--- src/rtl/ser_ctrl_port.sv ---
module ser_ctrl_port #(
  parameter int FRAME_W = 9,
  parameter int ADDR_W  = 4,
  parameter int LATCH_W = 4,
  parameter int SYNC_N  = 2,
  parameter logic [ADDR_W-1:0] LATCH_ADDR = 4'b1000,
  parameter logic [ADDR_W-1:0] TONE_ADDR  = 4'b1110
) (
  input  logic               clk,
  input  logic               rst_n,
  input  logic               ser_data,
  input  logic               ser_clk,
  input  logic               ser_strobe_n,
  input  logic [2:0]         pmode,
  input  logic               tone_ref,
  output logic [LATCH_W-1:0] ext_latch,
  output logic               tone_clk,
  output logic               en_ref,
  output logic               en_tone,
  output logic               en_all
);
  localparam int DATA_W = FRAME_W - ADDR_W;
  localparam int IN_W   = 7;
  localparam logic [IN_W-1:0] SYNC_RST = 7'b000_0100;

  logic [IN_W-1:0] sync_q [SYNC_N];
  logic [IN_W-1:0] s;
  logic sclk_d, strb_d, tref_d;
  logic sclk_rise, commit, t_rise;
  logic [FRAME_W-1:0] shreg;
  logic [ADDR_W-1:0]  cmd_addr;
  logic [DATA_W-1:0]  cmd_data;
  logic [1:0] div_sel;
  logic       div_cnt;

  always_ff @(posedge clk or negedge rst_n) begin
    if (!rst_n) begin
      for (int i = 0; i < SYNC_N; i++) sync_q[i] <= SYNC_RST;
    end else begin
      sync_q[0] <= {pmode, tone_ref, ser_strobe_n, ser_data, ser_clk};
      for (int i = 1; i < SYNC_N; i++) sync_q[i] <= sync_q[i-1];
    end
  end

  assign s = sync_q[SYNC_N-1];

  always_ff @(posedge clk or negedge rst_n) begin
    if (!rst_n) begin
      sclk_d <= 1'b0;
      strb_d <= 1'b1;
      tref_d <= 1'b0;
    end else begin
      sclk_d <= s[0];
      strb_d <= s[2];
      tref_d <= s[3];
    end
  end

  assign sclk_rise = s[0] & ~sclk_d;
  assign commit    = strb_d & ~s[2];
  assign t_rise    = s[3] & ~tref_d;

  always_ff @(posedge clk or negedge rst_n) begin
    if (!rst_n) shreg <= '0;
    else if (sclk_rise) shreg <= {shreg[FRAME_W-2:0], s[1]};
  end

  assign cmd_addr = shreg[FRAME_W-1 -: ADDR_W];
  assign cmd_data = shreg[DATA_W-1:0];

  always_ff @(posedge clk or negedge rst_n) begin
    if (!rst_n) begin
      ext_latch <= '0;
      div_sel   <= 2'b00;
    end else if (commit) begin
      if (cmd_addr == LATCH_ADDR) ext_latch <= cmd_data[LATCH_W-1:0];
      if (cmd_addr == TONE_ADDR)  div_sel   <= cmd_data[4:3];
    end
  end

  always_ff @(posedge clk or negedge rst_n) begin
    if (!rst_n) begin
      tone_clk <= 1'b0;
      div_cnt  <= 1'b0;
    end else begin
      case (div_sel)
        2'b01: if (t_rise) tone_clk <= ~tone_clk;
        2'b10: if (t_rise) begin
          div_cnt <= ~div_cnt;
          if (div_cnt) tone_clk <= ~tone_clk;
        end
        default: begin
          tone_clk <= s[3];
          div_cnt  <= 1'b0;
        end
      endcase
    end
  end

  assign en_all  = s[4];
  assign en_tone = s[4] | s[5];
  assign en_ref  = s[4] | s[5] | s[6];
endmodule


--- config.mk ---
export PLATFORM = sky130hd
export DESIGN_NAME = ser_ctrl_port
export DESIGN_NICKNAME = d
export VERILOG_FILES = /design/src/rtl/ser_ctrl_port.sv
export SDC_FILE = /design/constraint.sdc
export NUM_CORES = 1
export LEC_CHECK = 0
export BUFFER_PORTS_ARGS = -buffer_cell sky130_fd_sc_hd__buf_2
export CAP_MARGIN = 20
export CELL_PAD_IN_SITES_DETAIL_PLACEMENT = 1
export CELL_PAD_IN_SITES_GLOBAL_PLACEMENT = 2
export CORE_ASPECT_RATIO = 1.75
export CORE_MARGIN = 1.5
export CORE_UTILIZATION = 41
export DETAILED_ROUTE_END_ITERATION = 12
export PLACE_DENSITY_LB_ADDON = 0.1
export SYNTH_ARGS = -nofsm -noshare
export SYNTH_HDL_FRONTEND = slang
export SYNTH_SLANG_ARGS = --single-unit
--- constraint.sdc ---
create_clock -name clk -period 3.2 [get_ports clk]
set_clock_uncertainty 0.05 [all_clocks]
set_input_delay 0.16 -clock clk [delete_from_list [all_inputs] [get_ports clk]]
set_output_delay 0.16 -clock clk [all_outputs]
set_load 0.05 [all_outputs]
==> flow_summary_export.csv <==
group,metric,value,unit
global_routing,overflow,0,
final_layout,fin_util,54.5,%
floorplan,die_h,74.8,µm
place,hpwl,1.33,mm
detailed_routing,drtIter0Drc,8,
setup_path,crit_family,"simple AND/OR/NAND/NOR gates",
final_layout,fillers,290,
timing,tns,0,ns
timing,setup_viol,0,
pwr,pwr-share-clk,28.2,%
flow_run,cap_violations,0,
final_layout,drive_above_1_share,37.0,%
synthesis,syn_nets,88,
timing,finalMaxSlewViolations,0,
place,place.gp.congestion,0.668,
pwr,ir_drop,0.446,mV
detailed_routing,via_per_inst,5.21,
pwr,seqPwrFrac,45.3,%
setup_path,worstPathArrival,1.68,ns
setup_path,r2r_end,"tone_clk",
setup_path,crit_path_start_kind,"flip-flop",
pwr,p_int,0.909,mW
floorplan,core_area,2750,µm²
pwr,swShare,31.0,%
pwr,p_leak,0.695,nW
setup_path,critical_path_class,"reg -> reg",
clock_tree,cts_max_level,2,
global_routing,grt.total_usage,15.7,%
timing,timing.hold.ws,0.300,ns
min_path,worstHoldPathCells,0,
floorplan,chipWidth,44,µm
global_routing,grt_pass1_wl,3.52,mm
detailed_routing,drc_errors,0,
clock_tree,clk_latency,0.28,ns
global_routing,antenna_found_initial,0,
floorplan,row_count,25,
final_layout,fin_area,1500,µm²
detailed_routing,wl_per_cell,14.5,µm
synthesis,ys.warnings.count,0,
timing,fin_crit,1.56,ns
final_layout,regArea,855,µm²
run_status,outcome,"complete, no violations",
pwr,p_comb_share,26.5,%
setup_path,reg2reg_from,"div_sel[0]",
place,placed_cells,119,
place,dpl_cell_area,1320,µm²
setup_path,reg2regPathDepth,5,
synthesis,synth_top_cells_by_area,"dfrtp_1 (64%), mux2_2 (8.4%), dfstp_2 (6.5%)",
synthesis,synth_cells,77,
detailed_routing,finalWirelength,1.96,mm
clock_tree,clock-sinks,34,
min_path,hp-class,"reg -> reg",
pwr,power-per-cell-area,877,nW/µm²
synthesis,synth_top_area_cell,"dfrtp_1",
timing,finalCritPeriodShare,48.9,%
setup_path,worstSetupEndpointType,"flip-flop",
timing,rsz0062_at_grt,"no",
pwr,power.switching,0.408,mW
clock_tree,numCtsBuffers,5,
timing,fmax,640,MHz
floorplan,dieArea,3290,µm²
detailed_routing,vias,704,
final_layout,syn_to_final_growth,24.5,%
global_routing,grt_pass1_vias,792,
final_layout,nNetsFinal,118,
timing,slew-limit-headroom,52.4,%
global_routing,grt_max_degree,35,
clock_tree,cts_buffer_depth,2,
clock_tree,cts_tree,"built",
detailed_routing,dr.pass1.iters,2,
final_layout,n_antenna_cell,0,
clock_tree,post_cts_resized,0,
setup_path,crit_chain,"inv_1, ha_1, or4b_1, o31a_1, o311a_1",
min_path,min_from,"s[2]",
min_path,hold_end,"strb_d",
timing,hold_viol_final,0,
clock_tree,cts_root_buffer,"clkbuf_8",
timing,tightest_slew,0.714,ns
final_layout,final_cells,135,
synthesis,synth.top_cell.area_share,64.3,%
synthesis,ys_seq_area_share,70.9,%
final_layout,multi_input_area,335,µm²
setup_path,path_buf_inv,1,
setup_path,cpMaxStageDelayCell,"or4b_1",
detailed_routing,detail-route-antenna-nets,0,
setup_path,crit_path_max_fanout,2,
setup_path,max_stage_delay,0.45,ns
synthesis,synth_area,1210,µm²
setup_path,required,3.32,ns
synthesis,syn_avg_cell_area,15.7,µm²
floorplan,io_pins,17,
place,port_buffers,16,
synthesis,ys_types,22,
synthesis,synth-seq-cells,34,
floorplan,initial_core_util,43.8,%
clock_tree,clk_pin_slew_worst_paths,0.07,ns
setup_path,r2r_slack,1.64,ns
power by group through the flow:
stage | Clock, mW | Combinational [mW] | Sequential (mW)
after floorplan | 0 | 0.159 | 0.698
after global placement | 0 | 0.336 | 0.602
after detailed placement | 0 | 0.347 | 0.605
after CTS | 0.387 | 0.355 | 0.599
after global routing | 0.404 | 0.382 | 0.613
final | 0.371 | 0.349 | 0.597
worst max path at each step:
stage	start	end	slack (ns)	depth (start not counted)
floorplan	div_sel[0]	tone_clk	1.74	5
global placement	div_sel[0]	tone_clk	1.66	5
detailed placement	div_sel[0]	tone_clk	1.63	5
CTS	div_sel[0]	tone_clk	1.61	5
global route	div_sel[0]	tone_clk	1.56	5
finish	div_sel[0]	tone_clk	1.64	5
placed cells by master (no fill, tap or decap), types with 3 or more instances in the layout:
cell type,netlist,final
dfstp_2,3,3
mux2_4,4,4
mux2_2,9,9
inv_1,3,3
nor2b_1,3,3
dfrtp_1,31,31
o21ai_0,4,4
dlygate4sd3_1,0,8
nand2_1,4,4
clkbuf_8,0,5
buf_2,1,16
cell usage after synthesis (all sizes together):
cell     number
or3           2
nand4bb       1
inv           3
nand2b        1
nand2         4
mux2         13
dfstp         3
and2          1
or2           1
dfrtp        31
o31a          1
nor2b         3
nor2          1
nor3          1
buf           1
or4b          1
o311a         1
ha            2
a21oi         2
o21ai         4
per-stage QoR:
step | total power [mW] | setup WS, ns
2_1_floorplan | 0.857 | 1.74
6_report | 1.32 | 1.64
5_1_grt | 1.40 | 1.56
3_5_place_dp | 0.952 | 1.63
4_1_cts | 1.34 | 1.61
3_3_place_gp | 0.938 | 1.66
layout make-up:
type	instances	share of cell area [%]
Sequential cell	34	56.9
Multi-Input combinational cell	39	22.3
Timing Repair Buffer	24	10.7
Clock buffer	7	5.08
Tap cell	27	2.25
Clock inverter	1	2.00
Inverter	3	0.750
state kept, by name (all words and copies together), names as in the netlist, 2 cells and up:
signal / cells
div_sel: 2
ext_latch: 4
s: 7
shreg: 9
sync_q: 7
timing repair:
item / CTS / global route
buffers inserted: 0 / 0
hold endpoints to repair: 38 / 0
hold buffers: 8 / 0
per-layer routing:
metal	up-vias	GRT usage, %	part of all wire (%)	routed length, µm
met2	15	27.1	54	1070
met4	0	11.1	3.3	65
met1	360	14.8	38	739
met5	-	0	0	0
li1	323	-	-	-
met3	6	6.00	4.4	87
logic make-up (layout without fill, tap and decap cells):
group           Yosys count  after routing  share of synthesized area, %
compound gates            8              8                          4.05
mux                      13             13                          13.4
fa+ha+maj                 2              2                          2.07
buf+inv                   4             35                          1.35
simple gates             16             16                          8.30
flops                    34             34                          70.9
No activity file was read; power rests on OpenSTA's default activity.
